**config.mk**
```make
export PLATFORM = sky130hd
export DESIGN_NAME = pt_walker
export DESIGN_NICKNAME = d
export VERILOG_FILES = /design/src/rtl/pt_walker_pkg.sv /design/src/rtl/pt_va_classify.sv /design/src/rtl/pt_level_index.sv /design/src/rtl/pt_entry_eval.sv /design/src/rtl/pt_walk_ctrl.sv /design/src/rtl/pt_walker.sv
export SDC_FILE = /design/constraint.sdc
export NUM_CORES = 1
export LEC_CHECK = 0
export BUFFER_PORTS_ARGS = -buffer_cell sky130_fd_sc_hd__buf_2
export CORE_MARGIN = 5
export CORE_UTILIZATION = 54
export CTS_CLUSTER_DIAMETER = 100
export DETAILED_ROUTE_END_ITERATION = 12
export GPL_TIMING_DRIVEN = 0
export PLACE_DENSITY_LB_ADDON = 0.2
export SLEW_MARGIN = 20
export SYNTH_ARGS = -nofsm -noshare
export SYNTH_HDL_FRONTEND = slang
export SYNTH_SLANG_ARGS = --single-unit
```
**constraint.sdc**
```tcl
create_clock -name clk -period 8.05 [get_ports clk]
set_input_delay 0.805 -clock clk [delete_from_list [all_inputs] [get_ports clk]]
set_output_delay 0.805 -clock clk [all_outputs]
set_load 0.01 [all_outputs]
```
**src/rtl/pt_walker_pkg.sv**
```systemverilog
package pt_walker_pkg;

  typedef enum logic [2:0] {
    FLT_NONE     = 3'd0,
    FLT_ACCESS   = 3'd1,
    FLT_INVALID  = 3'd2,
    FLT_ON_READ  = 3'd3,
    FLT_ON_WRITE = 3'd4,
    FLT_ON_EXEC  = 3'd5
  } fault_e;

  typedef enum logic [2:0] {
    ST_IDLE = 3'd0,
    ST_L1   = 3'd1,
    ST_L2   = 3'd2,
    ST_L3   = 3'd3,
    ST_DONE = 3'd4
  } walk_state_e;

  // entry bit positions
  localparam int BIT_VALID   = 0;
  localparam int BIT_FO_RD   = 1;
  localparam int BIT_FO_EXEC = 3;
  localparam int BIT_RD_EN0  = 8;
  localparam int BIT_WR_EN0  = 12;

  // rights vector layout {exec, write, read}
  localparam logic [2:0] RIGHT_RD = 3'b001;
  localparam logic [2:0] RIGHT_WR = 3'b010;
  localparam logic [2:0] RIGHT_EX = 3'b100;

  function automatic logic [2:0] need_of(input logic [1:0] acc);
    case (acc)
      2'd0:    need_of = RIGHT_RD;
      2'd1:    need_of = RIGHT_WR;
      2'd2:    need_of = RIGHT_EX;
      default: need_of = 3'b000;
    endcase
  endfunction

endpackage

```
**src/rtl/pt_va_classify.sv**
```systemverilog
module pt_va_classify
  import pt_walker_pkg::*;
#(
  parameter int VA_W         = 64,
  parameter int PA_W         = 64,
  parameter int VIRT_BITS    = 43,
  parameter int SP_KEEP_BITS = 40,
  parameter int SP_RELOC_BIT = 43
) (
  input  logic [VA_W-1:0] va,
  input  logic [2:0]      priv,
  output logic            imm,
  output logic [2:0]      imm_fault,
  output logic [PA_W-1:0] imm_pa,
  output logic [2:0]      imm_prot
);

  localparam int UPPER_W = VA_W - VIRT_BITS;

  logic [UPPER_W-1:0] upper;
  logic               canon;
  logic               in_super;
  logic               phys_mode;
  logic               kernel;
  logic [PA_W-1:0]    super_pa;

  assign upper     = va[VA_W-1:VIRT_BITS];
  assign canon     = (&upper) | ~(|upper);
  assign in_super  = va[VA_W-1] & (va[VIRT_BITS-1:VIRT_BITS-2] == 2'b10);
  assign phys_mode = priv[2];
  assign kernel    = (priv == 3'd0);

  always_comb begin
    super_pa = '0;
    super_pa[SP_KEEP_BITS-1:0] = va[SP_KEEP_BITS-1:0];
    super_pa[SP_RELOC_BIT]     = va[SP_KEEP_BITS];
  end

  always_comb begin
    imm       = 1'b0;
    imm_fault = FLT_NONE;
    imm_pa    = '0;
    imm_prot  = 3'b000;
    if (phys_mode) begin
      imm      = 1'b1;
      imm_pa   = PA_W'(va);
      imm_prot = 3'b111;
    end else if (!canon) begin
      imm       = 1'b1;
      imm_fault = FLT_ACCESS;
    end else if (in_super) begin
      imm = 1'b1;
      if (kernel) begin
        imm_pa   = super_pa;
        imm_prot = 3'b111;
      end else begin
        imm_fault = FLT_ACCESS;
      end
    end
  end

endmodule

```
**src/rtl/pt_level_index.sv**
```systemverilog
module pt_level_index #(
  parameter int VA_W       = 64,
  parameter int PAGE_SHIFT = 13,
  parameter int IDX_W      = 10,
  parameter int LEVELS     = 3
) (
  input  logic [VA_W-1:0]  va,
  input  logic [1:0]       lvl,
  output logic [IDX_W-1:0] idx
);

  logic [IDX_W-1:0] idx_all [LEVELS];

  // level 0 is the top of the tree and takes the highest index field
  for (genvar g = 0; g < LEVELS; g++) begin : g_lvl
    localparam int LSB = PAGE_SHIFT + (LEVELS - 1 - g) * IDX_W;
    assign idx_all[g] = va[LSB +: IDX_W];
  end

  always_comb begin
    idx = '0;
    for (int i = 0; i < LEVELS; i++) begin
      if (int'(lvl) == i) idx = idx_all[i];
    end
  end

endmodule

```
**src/rtl/pt_entry_eval.sv**
```systemverilog
module pt_entry_eval
  import pt_walker_pkg::*;
#(
  parameter int PTE_W      = 64,
  parameter int PA_W       = 64,
  parameter int PAGE_SHIFT = 13,
  parameter int FRAME_LSB  = 32
) (
  input  logic [PTE_W-1:0]      pte,
  input  logic                  leaf,
  input  logic [1:0]            priv,
  input  logic [2:0]            need,
  input  logic [PAGE_SHIFT-1:0] offset,
  output logic [2:0]            fault,
  output logic [PA_W-1:0]       frame,
  output logic [PA_W-1:0]       leaf_pa,
  output logic [2:0]            prot
);

  localparam int FRAME_W = PTE_W - FRAME_LSB;

  logic       rd_en;
  logic       wr_en;
  logic [2:0] granted;
  logic [2:0] fo_mask;
  logic [2:0] left;

  assign frame   = PA_W'(pte[PTE_W-1:FRAME_LSB]) << PAGE_SHIFT;
  assign leaf_pa = frame | PA_W'(offset);
  assign rd_en   = pte[BIT_RD_EN0 + int'(priv)];
  assign wr_en   = pte[BIT_WR_EN0 + int'(priv)];
  assign granted = {rd_en, wr_en, rd_en};
  assign fo_mask = pte[BIT_FO_EXEC:BIT_FO_RD];
  assign left    = granted & ~fo_mask;
  assign prot    = left;

  always_comb begin
    fault = FLT_NONE;
    if (!pte[BIT_VALID]) begin
      fault = FLT_INVALID;
    end else if (!leaf) begin
      if (!pte[BIT_RD_EN0]) fault = FLT_ACCESS;
    end else if ((need != 3'b000) && ((granted & need) == 3'b000)) begin
      fault = FLT_ACCESS;
    end else if ((need != 3'b000) && ((left & need) == 3'b000)) begin
      if (need[2])      fault = FLT_ON_EXEC;
      else if (need[1]) fault = FLT_ON_WRITE;
      else              fault = FLT_ON_READ;
    end
  end

endmodule

```
**src/rtl/pt_walk_ctrl.sv**
```systemverilog
module pt_walk_ctrl
  import pt_walker_pkg::*;
#(
  parameter int VA_W       = 64,
  parameter int PA_W       = 64,
  parameter int PTE_W      = 64,
  parameter int PAGE_SHIFT = 13,
  parameter int IDX_W      = 10,
  parameter int ENTRY_SH   = 3
) (
  input  logic                  clk,
  input  logic                  rst,
  input  logic                  req_valid,
  output logic                  req_ready,
  input  logic [VA_W-1:0]       req_va,
  input  logic [1:0]            req_acc,
  input  logic [2:0]            req_priv,
  input  logic [PA_W-1:0]       ptbr,
  input  logic                  imm,
  input  logic [2:0]            imm_fault,
  input  logic [PA_W-1:0]       imm_pa,
  input  logic [2:0]            imm_prot,
  output logic [VA_W-1:0]       idx_va,
  output logic [1:0]            idx_lvl,
  input  logic [IDX_W-1:0]      idx,
  output logic                  ev_leaf,
  output logic [1:0]            ev_priv,
  output logic [2:0]            ev_need,
  output logic [PAGE_SHIFT-1:0] ev_offset,
  input  logic [2:0]            ev_fault,
  input  logic [PA_W-1:0]       ev_frame,
  input  logic [PA_W-1:0]       ev_pa,
  input  logic [2:0]            ev_prot,
  output logic                  mem_req_valid,
  input  logic                  mem_req_ready,
  output logic [PA_W-1:0]       mem_req_addr,
  input  logic                  mem_rsp_valid,
  output logic                  done_valid,
  output logic [2:0]            done_fault,
  output logic [PA_W-1:0]       done_pa,
  output logic [2:0]            done_prot
);

  walk_state_e     state_q;
  logic [VA_W-1:0] va_q;
  logic [1:0]      priv_q;
  logic [2:0]      need_q;
  logic            pending_q;
  logic [PA_W-1:0] idx_off;
  walk_state_e     next_lvl;

  assign req_ready = (state_q == ST_IDLE);
  assign idx_va    = (state_q == ST_IDLE) ? req_va : va_q;
  assign idx_lvl   = (state_q == ST_IDLE) ? 2'd0 :
                     (state_q == ST_L1)   ? 2'd1 : 2'd2;
  assign idx_off   = PA_W'(idx) << ENTRY_SH;
  assign ev_leaf   = (state_q == ST_L3);
  assign ev_priv   = priv_q;
  assign ev_need   = need_q;
  assign ev_offset = va_q[PAGE_SHIFT-1:0];
  assign next_lvl  = (state_q == ST_L1) ? ST_L2 : ST_L3;

  always_ff @(posedge clk) begin
    if (rst) begin
      state_q       <= ST_IDLE;
      va_q          <= '0;
      priv_q        <= '0;
      need_q        <= '0;
      pending_q     <= 1'b0;
      mem_req_valid <= 1'b0;
      mem_req_addr  <= '0;
      done_valid    <= 1'b0;
      done_fault    <= FLT_NONE;
      done_pa       <= '0;
      done_prot     <= '0;
    end else begin
      case (state_q)
        ST_IDLE: begin
          if (req_valid) begin
            va_q   <= req_va;
            priv_q <= req_priv[1:0];
            need_q <= need_of(req_acc);
            if (imm) begin
              done_valid <= 1'b1;
              done_fault <= imm_fault;
              done_pa    <= imm_pa;
              done_prot  <= imm_prot;
              state_q    <= ST_DONE;
            end else begin
              mem_req_valid <= 1'b1;
              mem_req_addr  <= ptbr + idx_off;
              state_q       <= ST_L1;
            end
          end
        end
        ST_L1, ST_L2, ST_L3: begin
          if (mem_req_valid && mem_req_ready) begin
            mem_req_valid <= 1'b0;
            pending_q     <= 1'b1;
          end
          if (pending_q && mem_rsp_valid) begin
            pending_q <= 1'b0;
            if (ev_fault != FLT_NONE) begin
              done_valid <= 1'b1;
              done_fault <= ev_fault;
              done_pa    <= '0;
              done_prot  <= '0;
              state_q    <= ST_DONE;
            end else if (state_q == ST_L3) begin
              done_valid <= 1'b1;
              done_fault <= FLT_NONE;
              done_pa    <= ev_pa;
              done_prot  <= ev_prot;
              state_q    <= ST_DONE;
            end else begin
              mem_req_valid <= 1'b1;
              mem_req_addr  <= ev_frame + idx_off;
              state_q       <= next_lvl;
            end
          end
        end
        default: begin
          done_valid <= 1'b0;
          state_q    <= ST_IDLE;
        end
      endcase
    end
  end

  p_req_hold_r10: assert property (@(posedge clk) disable iff (rst)
    (mem_req_valid && !mem_req_ready) |=> (mem_req_valid && $stable(mem_req_addr)));

  p_one_outstanding_r10: assert property (@(posedge clk) disable iff (rst)
    pending_q |-> !mem_req_valid);

  p_busy_not_ready_r10: assert property (@(posedge clk) disable iff (rst)
    mem_req_valid |-> !req_ready);

  p_done_pulse_r11: assert property (@(posedge clk) disable iff (rst)
    done_valid |=> !done_valid);

  p_fault_zero_r9: assert property (@(posedge clk) disable iff (rst)
    (done_valid && (done_fault != 3'd0)) |-> ((done_pa == '0) && (done_prot == 3'b000)));

  p_code_range_r8: assert property (@(posedge clk) disable iff (rst)
    done_valid |-> (done_fault <= 3'd5));

endmodule

```
**src/rtl/pt_walker.sv**
```systemverilog
module pt_walker
  import pt_walker_pkg::*;
#(
  parameter int VA_W         = 64,
  parameter int PA_W         = 64,
  parameter int PTE_W        = 64,
  parameter int VIRT_BITS    = 43,
  parameter int PAGE_SHIFT   = 13,
  parameter int IDX_W        = 10,
  parameter int SP_KEEP_BITS = 40,
  parameter int SP_RELOC_BIT = 43
) (
  input  logic             clk,
  input  logic             rst,
  input  logic             req_valid,
  output logic             req_ready,
  input  logic [VA_W-1:0]  req_va,
  input  logic [1:0]       req_acc,
  input  logic [2:0]       req_priv,
  input  logic [PA_W-1:0]  ptbr,
  output logic             mem_req_valid,
  input  logic             mem_req_ready,
  output logic [PA_W-1:0]  mem_req_addr,
  input  logic             mem_rsp_valid,
  input  logic [PTE_W-1:0] mem_rsp_data,
  output logic             done_valid,
  output logic [2:0]       done_fault,
  output logic [PA_W-1:0]  done_pa,
  output logic [2:0]       done_prot
);

  localparam int LEVELS    = 3;
  localparam int ENTRY_SH  = $clog2(PTE_W / 8);
  localparam int FRAME_LSB = PTE_W / 2;

  logic                  imm;
  logic [2:0]            imm_fault;
  logic [PA_W-1:0]       imm_pa;
  logic [2:0]            imm_prot;
  logic [VA_W-1:0]       idx_va;
  logic [1:0]            idx_lvl;
  logic [IDX_W-1:0]      idx;
  logic                  ev_leaf;
  logic [1:0]            ev_priv;
  logic [2:0]            ev_need;
  logic [PAGE_SHIFT-1:0] ev_offset;
  logic [2:0]            ev_fault;
  logic [PA_W-1:0]       ev_frame;
  logic [PA_W-1:0]       ev_pa;
  logic [2:0]            ev_prot;

  pt_va_classify #(
    .VA_W(VA_W), .PA_W(PA_W), .VIRT_BITS(VIRT_BITS),
    .SP_KEEP_BITS(SP_KEEP_BITS), .SP_RELOC_BIT(SP_RELOC_BIT)
  ) u_classify (
    .va(req_va), .priv(req_priv), .imm(imm), .imm_fault(imm_fault),
    .imm_pa(imm_pa), .imm_prot(imm_prot)
  );

  pt_level_index #(
    .VA_W(VA_W), .PAGE_SHIFT(PAGE_SHIFT), .IDX_W(IDX_W), .LEVELS(LEVELS)
  ) u_index (
    .va(idx_va), .lvl(idx_lvl), .idx(idx)
  );

  pt_entry_eval #(
    .PTE_W(PTE_W), .PA_W(PA_W), .PAGE_SHIFT(PAGE_SHIFT), .FRAME_LSB(FRAME_LSB)
  ) u_eval (
    .pte(mem_rsp_data), .leaf(ev_leaf), .priv(ev_priv), .need(ev_need),
    .offset(ev_offset), .fault(ev_fault), .frame(ev_frame), .leaf_pa(ev_pa),
    .prot(ev_prot)
  );

  pt_walk_ctrl #(
    .VA_W(VA_W), .PA_W(PA_W), .PTE_W(PTE_W), .PAGE_SHIFT(PAGE_SHIFT),
    .IDX_W(IDX_W), .ENTRY_SH(ENTRY_SH)
  ) u_ctrl (
    .clk(clk), .rst(rst),
    .req_valid(req_valid), .req_ready(req_ready), .req_va(req_va),
    .req_acc(req_acc), .req_priv(req_priv), .ptbr(ptbr),
    .imm(imm), .imm_fault(imm_fault), .imm_pa(imm_pa), .imm_prot(imm_prot),
    .idx_va(idx_va), .idx_lvl(idx_lvl), .idx(idx),
    .ev_leaf(ev_leaf), .ev_priv(ev_priv), .ev_need(ev_need), .ev_offset(ev_offset),
    .ev_fault(ev_fault), .ev_frame(ev_frame), .ev_pa(ev_pa), .ev_prot(ev_prot),
    .mem_req_valid(mem_req_valid), .mem_req_ready(mem_req_ready),
    .mem_req_addr(mem_req_addr), .mem_rsp_valid(mem_rsp_valid),
    .done_valid(done_valid), .done_fault(done_fault), .done_pa(done_pa),
    .done_prot(done_prot)
  );

endmodule

```
## Yosys cells after proc, flatten, opt, wreduce, memory -nomap -nowiden

Cells that the tools add are included.

| operators by class | value |
|---|---|
| add/subtract/negate cells | 4 |
| multiply operators | 0 |
| divide/modulo/power cells | 0 |
| $lt $le $gt $ge | 2 |
| equality and inequality tests | 15 |
| shifts and indexed selects | 0 |
| mux-type cells | 81 |
| bitwise gates (word level) | 8 |
| reduce and logical (&&, ||, !) cells | 24 |

Operators with widths:

| kind | count |
|---|---|
| $mux W64 | 13 |
| $pmux W64 S2 | 2 |
| $mux W3 | 28 |
| $add A64 B13 Y64 | 1 |
| $lt A32 B8 Y1 const B | 2 |
| $add A45 B13 Y46 | 1 |
| $or A45 B13 Y45 | 1 |
| $mux W44 | 1 |
| $mux W43 | 1 |
| $mux W10 | 3 |
| $mux W1 | 23 |
| $reduce_and A21 Y1 | 1 |
| $reduce_or A21 Y1 | 1 |
| $pmux W3 S2 | 3 |
| $bmux W1 S6 | 2 |
| $logic_not A3 Y1 | 4 |
| $add A4 B2 Y5 const A | 2 |
| $and A3 B3 Y3 | 3 |
| $pmux W3 S3 | 1 |
| $eq A2 B2 Y1 const B | 4 |
| $ne A2 B2 Y1 const B | 4 |
| $eq A3 B2 Y1 const B | 2 |
| $reduce_and A2 Y1 | 3 |
| $reduce_and A6 Y1 | 1 |
| 18 further kinds | 27 |

| word-level totals | value |
|---|---|
| register bits | 188 |
| latch bits | 0 |
| RAM bits | 0 |
| memory bits (read-only) | 0 |
| bits of input ports | 202 |
| output and inout bits | 137 |
| logic and storage cells | 145 |
| memories | 0 |

## Depth between registers and ports, before layout

Gate-level depths: netlist of the first run.

| logic depth | value |
|---|---|
| depth after elaboration | 16 |
| gate-level depth with buffers | 18 |
| mapped depth without buffers | 14 |

## Hierarchy

Synthesis of the first run repeated with hierarchy kept, for this count alone.

| unflattened totals | value |
|---|---|
| cells, all modules | 1771 |
| area total of the unflattened synthesis | 13666.9 µm² |

Modules (own cells, without submodules):

| module | times used | cells an instance | area an instance (µm²) | sequential area each (µm²) |
|---|---|---|---|---|
| pt_walk_ctrl | 1 | 1481 | 11559.8 | 4184.0 |
| pt_entry_eval | 1 | 166 | 1273.7 | 0.0 |
| pt_va_classify | 1 | 100 | 619.3 | 0.0 |
| pt_level_index | 1 | 24 | 214.0 | 0.0 |

## Worst setup path before layout of the first run

No wires, ideal clock.

| timing path | value |
|---|---|
| path kind | reg2reg |
| start point | reg u_ctrl.state_q[0] |
| end point | reg u_ctrl.mem_req_addr[59] |
| library setup time | 117 ps |
| arrival time | 4071 ps |
| required time | 7933 ps |
| setup slack | 3862 ps |
| stages on the path, launching flop included | 18 |
| buffers on the path | 5 |
| period minus slack after synthesis | 4188 ps |
| cell sequence | dfxtp_1 > clkbuf_1 > buf_1 > clkbuf_1 > mux2i_1 > o21ai_0 > ha_1 > inv_1 > fa_1 > nor2b_1 > o2111ai_1 > and4_1 > clkbuf_1 > or4_1 > buf_6 > nor4_2 > xor2_1 > a22o_1 |

| on the way | value |
|---|---|
| longest elaborated chain between the ends | 11 |
| elaborated cells between the ends (all ways) | 28 |
| classes of those cells | add/sub (1); eq/ne (10); mux (11); reduce/logical (6) |

RTL lines:

| item | RTL line | source |
|---|---|---|
| from (decl) | pt_walk_ctrl.sv:44 | `walk_state_e state_q;` |
| from (signal assigned) | pt_walk_ctrl.sv:118 | `state_q <= next_lvl;` |
| $eq A3 B1 Y1 | pt_walk_ctrl.sv:55, pt_walk_ctrl.sv:77 |  |
| $mux W2 | pt_walk_ctrl.sv:55 | `(state_q == ST_L1) ? 2'd1 : 2'd2;` |
| $mux W2 | pt_walk_ctrl.sv:54 | `assign idx_lvl = (state_q == ST_IDLE) ? 2'd0 :` |
| $logic_not A2 Y1 | pt_level_index.sv:23 | `if (int'(lvl) == i) idx = idx_all[i];` |
| $mux W10 (3 in series) | pt_level_index.sv:23 |  |
| $add A64 B13 Y64 | pt_walk_ctrl.sv:91 | `mem_req_addr <= ptbr + idx_off;` |
| $mux W64 | pt_walk_ctrl.sv:83 | `if (imm) begin` |
| $mux W64 | pt_walk_ctrl.sv:79 | `if (req_valid) begin` |
| $pmux W64 S2 | pt_walk_ctrl.sv:77 | `case (state_q)` |
| to (signal assigned) | pt_walk_ctrl.sv:91 |  |
| to (signal assigned) | pt_walk_ctrl.sv:117 | `mem_req_addr <= ev_frame + idx_off;` |
| to (decl) | pt_walk_ctrl.sv:36 | `output logic [PA_W-1:0] mem_req_addr,` |

Several ways; a longest one is shown, not always the timed one. The select of a mux whose other input is x is not followed.
A chain may end at the register's enable or synchronous reset.

## Worst setup path in the final report of the first run

Same ends and word-level chain as after synthesis.

==> impl_metrics.yaml, run 1 <==
status:
  status: "finished clean"
clocking:
  cts_tree: "done"
  cts_root_buf: "clkbuf_16"
  h-tree-depth: 4
  ctsResizeCount: 0
  path_clk_slew_ps: 80
  clock_path_buffers: 2
  postCtsSetupBuffers: 0
  clock_sinks: 178
  clk_latency_ps: 440
  holdBufCountCts: 0
  cts_buffers: 17
power_and_ir_drop:
  ir_worst_vdd_mv: 0.1651
  power.total_mw: 2.101
  p_leak_nw: 4.902
  p_per_area_nw_per_um2: 179.8
critical_path:
  cpMostUsedCell: "clkbuf_1"
  crit_path_top_delay_cell: "clkbuf_1"
  worst-path-buf-inv: 6
  r2r_cells: 17
  end_kind: "register"
  crit_fanout: 10
  crit_type: "reg2reg"
  cp_data_arrival_time_ps: 5380
  cp_num_cells: 17
  critPathMaxStageDelay_ps: 570
  r2r_start: "u_ctrl.state_q[0]"
  start_kind: "register"
  critical_path.endpoint: "u_ctrl.mem_req_addr[59]"
  r2r_end: "u_ctrl.mem_req_addr[59]"
  rrSetupSlack_ps: 3000
  crit_family: "buffers and inverters"
  cp.required_ps: 8380
  cp-startpoint: "u_ctrl.state_q[0]"
  worstPathCellList: "clkbuf_1 > buf_1 > clkbuf_1 > mux2i_1 > o21ai_0 > ha_1 > inv_1 > fa_1 > nor2b_1 > o2111ai_1 > and4_1 > clkbuf_1 > or4_1 > buf_6 > nor4_2 > xor2_1 > a22o_1"
global_routing:
  grt_pass1_wl_um: 55920
  grt_pass1_vias: 9966
  grt_overflow: 0
  grt_max_degree: 18
  met3_usage: 0.07789
  grt_busiest_layer: "met2"
  antenna_found_initial: 2
  grt_usage: 0.3571
  globalRouteMet2Util: 0.5743
  met1_usage: 0.4770
finish:
  layout_common_cells: "324 x buf_2, 178 x dfxtp_1, 166 x nand2_1"
  area_growth_pct: 26.10
  layout-drive-gt1-share: 0.2443
  final_util: 0.6997
  nets: 1723
  final_area_um2: 11690
  final_common_cell: "buf_2"
  fillers: 1415
yosys:
  ys.flop_type: "dfxtp_1"
  syn_avg_cell_area_um2: 7.886
  synth_edf_count: 0
  synthArstFlopShare: 0
  syn_nets: 1388
  seq_area_frac_synth: 0.3846
  synth_cell_types: 71
  synth_warnings: 0
  synth-seq-cells: 178
  synth_area_um2: 9266
  postSynthCellCount: 1175
timing:
  finalCriticalPeriod_ps: 5051
  final.period_utilization: 0.6274
  fin_skew_ps: 12.80
  setup_tns_ps: 0
  setup_viol: 0
  finalHoldViolCount: 0
  tightest_slew_ps: 1165
  slew_viol_final: 0
  grt_setup_unrepaired: "false"
  whs_ps: 445.7
  slew_headroom: 0.2031
  max_freq_mhz: 198.0
placement:
  dpl.hpwl_um: 29130
  port_buffers: 316
  gp_congestion: 1.000
  placed_cell_area_um2: 11120
route:
  vias_per_cell: 6.256
  ant_nets: 0
  wirelength_um: 37250
  drc: 0
  detail_route.iter0.violations: 1115
  wl_per_cell_um: 21.36
  via_count: 10910
  first_pass_iters: 8
floorplanning:
  start_util: 0.5548
  die-area_um2: 19880
  boundaryPins: 339
  die_h_um: 141.0
  die_w_um: 141.0
  placementRows: 47
  coreArea_um2: 16700
run:
  cap_violations: 0
min_path:
  min_path_type: "reg2reg"
  holdCritStartpoint: "u_ctrl.done_pa[63]"
## power by group
| part | leakage [nW] | switching (mW) | internal, mW | total [mW] |
|---|---|---|---|---|
| clock network | 0.269 | 0.396 | 0.416 | 0.812 |
| logic | 3.18 | 0.224 | 0.130 | 0.355 |
| registers | 1.45 | 0.0212 | 0.913 | 0.934 |
## how the worst min path moves through the flow
stage | cells past startpoint | end | slack, ps
after floorplan | 2 | u_ctrl.va_q[0] | 440
after global placement | 2 | u_ctrl.done_pa[63] | 430
after detailed placement | 2 | u_ctrl.done_pa[63] | 440
after CTS | 2 | u_ctrl.done_pa[63] | 450
after global routing | 2 | u_ctrl.done_pa[63] | 470
final | 2 | u_ctrl.done_pa[63] | 450
## cell usage after synthesis (17+ instances only)
master / instances / area, um2
xnor2_1: 26 / 227.7
nand3_1: 54 / 270.3
mux2i_1: 17 / 170.2
nor3_1: 76 / 380.4
xor2_1: 18 / 157.7
nand4_1: 17 / 106.4
nor4_1: 19 / 118.9
o21ai_0: 34 / 170.2
clkbuf_1: 79 / 296.5
a22o_1: 25 / 219.0
a221oi_1: 46 / 402.9
a21oi_1: 106 / 530.5
nor2_1: 106 / 397.9
dfxtp_1: 178 / 3563
nand2_1: 166 / 623.1
## through the flow
stage,cells,worst slack (ps)
4_1_cts,1743,3094
5_1_grt,1744,2728
3_5_place_dp,1711,3129
6_report,1744,2999
2_1_floorplan,1175,3862
3_3_place_gp,1711,3167
## cell families after synthesis
family | share of synthesized area
AND/OR/NAND/NOR | 0.2629
AO/OA/AOI/OAI | 0.2289
flip-flops | 0.3846
buffers and inverters | 0.04564
XOR/XNOR | 0.04159
multiplexers | 0.02079
adder cells (fa/ha/maj) | 0.01566
## per-layer routing
| layer | vias to the layer above | routed length, um |
|---|---|---|
| li1 | 4992 | - |
| met1 | 5076 | 14470 |
| met2 | 743 | 16870 |
| met3 | 100 | 4537 |
| met4 | 0 | 1373 |
| met5 | - | 0 |
## worst register-to-register path: cells and delay by family, from the launching register on
kind	cells	cell delay, ps
AO/OA/AOI/OAI	3	600
XOR/XNOR	1	120
adder cells (fa/ha/maj)	2	610
buffers and inverters	6	1860
flip-flops	1	380
multiplexers	1	150
AND/OR/NAND/NOR	4	1220
## sequential cells by signal (all words and copies together), names as in the netlist
signal and flops:
u_ctrl.done_pa 64, u_ctrl.mem_req_addr 64, u_ctrl.va_q 33, u_ctrl.done_fault 3, u_ctrl.done_prot 3, u_ctrl.ev_need 3
u_ctrl.state_q 3, u_ctrl.ev_priv 2, u_ctrl.done_valid 1, u_ctrl.mem_req_valid 1, u_ctrl.pending_q 1
## cell type report
cell class	instances	area, um2	share of cell area
sequential	178	3563	0.3050
multi-input combinational	889	5280	0.4519
clock buffer	19	442.9	0.03791
timing repair buffer	316	1582	0.1353
clock inverter	13	116.4	0.009958
inverter	15	56.30	0.004818
tap	220	275.3	0.02356
buffer	93	366.6	0.03137
antenna	1	2.502	0.0002142
(Power assumes the default switching activity.)
==> run 2, diff against run 1 <==
ABC_AREA = 1   (was unset)
CORE_UTILIZATION = 47   (was 54)
clock period = 4.32 ns   (was 8.05 ns; I/O delays follow)
==> impl_metrics.yaml, run 2 <==
route:
  via_count: 13620
  wirelength_um: 48100
  ant_nets: 0
  vias_per_cell: 5.687
  drc: 0
  detail_route.iter0.violations: 1572
  first_pass_iters: 5
  wl_per_cell_um: 20.09
finish:
  final_common_cell: "nand2_1"
  nets: 2308
  area_growth_pct: 23.91
  top_regs: "u_ctrl.done_pa: 64 flops, u_ctrl.mem_req_addr: 64 flops, u_ctrl.va_q: 33 flops"
  final_area_um2: 13470
  layout-drive-gt1-share: 0.2035
  fillers: 2333
  register_area_um2: 3563
  multiInputGateArea_um2: 6241
  layout_common_cells: "418 x nand2_1, 337 x buf_2, 244 x nand3_1"
yosys:
  synth_top_area_cell: "dfxtp_1"
  synth-seq-cells: 178
  synthTopCellsByArea: "dfxtp_1 33%, nand2_1 15%, nand3_1 11%"
  yosysTopAreaCellShare: 0.3278
  synth_commonest_cells: "420 x nand2_1, 245 x nand3_1, 215 x nor2_1"
  synth_area_um2: 10870
  synth_most_common_cell: "nand2_1"
  ys.flop_type: "dfxtp_1"
  synthArstFlopShare: 0
  syn_nets: 1972
  synth_warnings: 0
  postSynthCellCount: 1759
  syn_avg_cell_area_um2: 6.179
  synth_cell_types: 44
  seq_area_frac_synth: 0.3278
  synth_edf_count: 0
status:
  status: "finished clean"
clocking:
  cts_buffers: 17
  holdBufCountCts: 0
  clock_sinks: 178
  clock_path_buffers: 2
  h-tree-depth: 4
  cts_root_buf: "clkbuf_16"
  path_clk_slew_ps: 80
  clk_latency_ps: 450
  cts_tree: "done"
floorplanning:
  placementRows: 55
  die-area_um2: 26270
  die_h_um: 162.1
  die_w_um: 162.1
  start_util: 0.4786
  boundaryPins: 339
  coreArea_um2: 22710
timing:
  setup_viol: 0
  finalHoldViolCount: 0
  setup_tns_ps: 0
  slew_headroom: 0.4386
  grt_setup_unrepaired: "false"
  final.period_utilization: 0.9517
  tightest_slew_ps: 842.2
  max_freq_mhz: 243.2
  fin_skew_ps: 15.80
  slew_viol_final: 0
  whs_ps: 229.2
  finalCriticalPeriod_ps: 4111
  setup_slack_ps: 208.5
power_and_ir_drop:
  power.total_mw: 8.905
  p_leak_nw: 6.444
  ir_worst_vdd_mv: 0.3028
  p_per_area_nw_per_um2: 661.2
critical_path:
  crit_fanout: 10
  start_kind: "register"
  cp.required_ps: 4690
  end_kind: "register"
  crit_type: "reg2reg"
  cp_data_arrival_time_ps: 4480
global_routing:
  grt_pass1_wl_um: 71900
  grt_usage: 0.3512
  grt_pass1_vias: 12630
  grt_overflow: 0
  antenna_found_initial: 1
  grt_max_degree: 20
placement:
  pre_cts_slack_ps: 83.09
  port_buffers: 317
  gp_congestion: 1.011
  placed_cell_area_um2: 12810
  dpl.hpwl_um: 38840
run:
  cap_violations: 0
min_path:
  min_path_type: "in2reg"
## run 2: cells by family after synthesis
group	Yosys count	share of synthesized area
and+or+nand+nor	991	0.3976
AOI/OAI and AO/OA	300	0.1427
buffers and inverters	257	0.1007
DFF	178	0.3278
xor gates and xnor gates	22	0.01773
adders and majority gates	11	0.01335
## run 2: metrics by stage
stage | cells | util
finish | 2394 | 0.5931
global route | 2394 | 0.5931
CTS | 2393 | 0.5914
detailed placement | 2361 | 0.5642
global placement | 2361 | 0.5642
floorplan | 1759 | -
## run 2: worst paths after layout
path	slack [ps]	startpoint	to	cells after the start
max	210	u_ctrl.state_q[1]	u_ctrl.mem_req_addr[63]	24
min	230	ptbr[0]	u_ctrl.mem_req_addr[0]	3
max reg2reg	210	u_ctrl.state_q[1]	u_ctrl.mem_req_addr[63]	24
min reg2reg	460	u_ctrl.va_q[8]	u_ctrl.va_q[8]	2
## run 2: per-layer routing
metal	up-vias	wire length (um)	track usage
met2	788	21160	0.5460
li1	6448	-	-
met4	0	1628	0.1215
met1	6276	20480	0.4937
met3	103	4834	0.06039
met5	-	0	0
## run 2: power by group
part           total [mW]  switching (mW)  internal [mW]  leakage, nW
logic                4.81            3.28           1.54         4.69
registers            2.42           0.286           2.13         1.46
clock network        1.67           0.836          0.838        0.298
## run 2: critical path, cell delays in order, from the launching register on
cell and delay, ps:
dfxtp_1 420, nor2_1 80, inv_1 70, nor2_2 50
buf_4 180, inv_2 180, clkbuf_2 290, o21ai_0 150
nand2_1 90, o21ai_0 130, nor2_1 130, ha_1 170
inv_1 50, fa_1 430, nor2_1 230, nor2_4 120
inv_2 150, nand2_1 140, nor2_4 190, inv_1 90
nor2_1 160, nand2_1 70, nand2_1 60, nand3_1 170
a21oi_1 200
## run 2: what timing repair did
item,in CTS,in global routing
buffers inserted,0,1
setup endpoints to repair,0,23
resized for setup,0,16
## run 2: layout make-up
type	count	area share
tap	285	0.02648
timing repair buffer	318	0.1184
clock buffer	17	0.03159
antenna	1	0.0001858
sequential	178	0.2646
clock inverter	15	0.01431
inverter	152	0.04236
buffer	104	0.03874
multi-input combinational	1324	0.4634
==> run 3, diff against run 2 <==
ABC_AREA = 0   (was 1)
CORE_UTILIZATION = 50   (was 47)
clock period = 4.35 ns   (was 4.32 ns; I/O delays follow)
==> impl_metrics.yaml, run 3 (synthesized netlist as in run 1, its figures left out) <==
status:
  status: "finished clean"
power_and_ir_drop:
  pwr-share-seq: 0.432
  swShare: 0.3091
  power.total_mw: 4.005
  p_per_area_nw_per_um2: 340.1
  p_comb_frac: 0.164
  ir_worst_vdd_mv: 0.3244
  p_clk_frac: 0.404
  p_leak_nw: 4.949
  p_int_mw: 2.767
  p_switching_mw: 1.238
floorplanning:
  coreArea_um2: 18090
  placementRows: 49
  boundaryPins: 339
  die_w_um: 146.1
  start_util: 0.5123
  die_h_um: 146.1
  die-area_um2: 21360
placement:
  gp_congestion: 0.9846
  port_buffers: 316
  post-place-cells: 1720
  pre_cts_slack_ps: -635.5
  dpl.hpwl_um: 30040
finish:
  nets: 1720
  layout_common_cells: "324 x buf_2, 176 x dfxtp_1, 166 x nand2_1"
  layout-drive-gt1-share: 0.2526
  area_growth_pct: 27.09
  fillers: 1670
  multiInputGateArea_um2: 5294
  register_area_um2: 3566
  final_util: 0.6511
  final_common_cell: "buf_2"
  final_cells: 1749
  antenna_cells: 0
  top_regs: "u_ctrl.done_pa: 64 flops, u_ctrl.mem_req_addr: 64 flops, u_ctrl.va_q: 33 flops"
critical_path:
  start_kind: "register"
  cp_data_arrival_time_ps: 4410
  crit_type: "reg2reg"
  cp.required_ps: 4680
  end_kind: "register"
  crit_fanout: 13
clocking:
  clock_path_buffers: 2
  cts_buffers: 17
  cts_root_buf: "clkbuf_16"
  cts_tree: "done"
  path_clk_slew_ps: 80
  postCtsSetupBuffers: 0
  holdBufCountCts: 0
  h-tree-depth: 4
  clock_sinks: 178
  clk_latency_ps: 440
route:
  first_pass_iters: 7
  drc: 0
  vias_per_cell: 6.132
  wl_per_cell_um: 21.89
  wirelength_um: 38290
  ant_nets: 0
  detail_route.iter0.violations: 954
  via_count: 10730
timing:
  whs_ps: 181.3
  grt_setup_unrepaired: "false"
  finalCriticalPeriod_ps: 4078
  slew_headroom: 0.2212
  finalHoldViolCount: 0
  slew_viol_final: 0
  tightest_slew_ps: 1139
  setup_slack_ps: 272.2
  final.period_utilization: 0.9374
  max_freq_mhz: 245.2
  setup_viol: 0
  fin_skew_ps: 10.51
run:
  cap_violations: 0
min_path:
  min_path_type: "in2reg"
global_routing:
  grt_pass1_wl_um: 58090
  antenna_found_initial: 0
  grt_max_degree: 20
  grt_usage: 0.3429
  grt_overflow: 0
  grt_pass1_vias: 10160
## run 3: path summary, 6_finish.rpt
path | cells past startpoint | start | to | slack, ps
setup / recovery | 15 | u_ctrl.state_q[0] | u_ctrl.mem_req_addr[59] | 270
hold / removal | 2 | mem_rsp_data[1] | u_ctrl.done_prot[0] | 180
setup reg to reg | 15 | u_ctrl.state_q[0] | u_ctrl.mem_req_addr[59] | 270
hold reg to reg | 2 | u_ctrl.done_pa[63] | u_ctrl.done_pa[63] | 450
## run 3: timing repair
| item | in CTS | in global routing |
|---|---|---|
| endpoints found under the hold margin | 0 | 0 |
| gates resized for setup | 8 | 9 |
| setup endpoints to repair | 47 | 24 |
## run 3: power groups by stage
stage	clock (mW)	sequential, mW	combinational, mW
finish	1.62	1.73	0.658
global route	1.69	1.74	0.716
CTS	1.61	1.73	0.644
detailed placement	0	1.76	0.639
global placement	0	1.76	0.635
floorplan	0	1.78	0.330
## run 3: final cells by class
type                            instances  share of cell area
Timing Repair Buffer                  316              0.1343
Multi-Input combinational cell        889              0.4495
Tap cell                              229             0.02433
Clock inverter                         15             0.01636
Clock buffer                           17             0.03612
Buffer                                 90             0.03156
Inverter                               15            0.004994
Sequential cell                       178              0.3028
## run 3: worst max-delay path, stage by stage, from the launching register on
cell       delay, ps
dfxtp_2          470
clkbuf_4         290
clkbuf_4         280
mux2i_1           90
o21ai_0          160
ha_1             190
inv_1             50
fa_1             430
nor2b_1          180
o2111ai_1        180
and4_1           320
or4_1            570
buf_6            180
nor4_2           250
xor2_1           100
a22o_1           230
## run 3: metrics by stage
step,TNS [ps],cell area (um2)
2_1_floorplan,0,9266
3_3_place_gp,-14730,11130
3_5_place_dp,-15470,11130
4_1_cts,0,11760
5_1_grt,0,11780
6_report,0,11780
## run 3: layer usage
metal | track usage | up-vias | wire (um)
li1 | - | 4988 | -
met1 | 0.4664 | 5023 | 15760
met2 | 0.5508 | 636 | 17460
met3 | 0.07871 | 78 | 4066
met4 | 0.09219 | 0 | 1001
met5 | 0 | - | 0
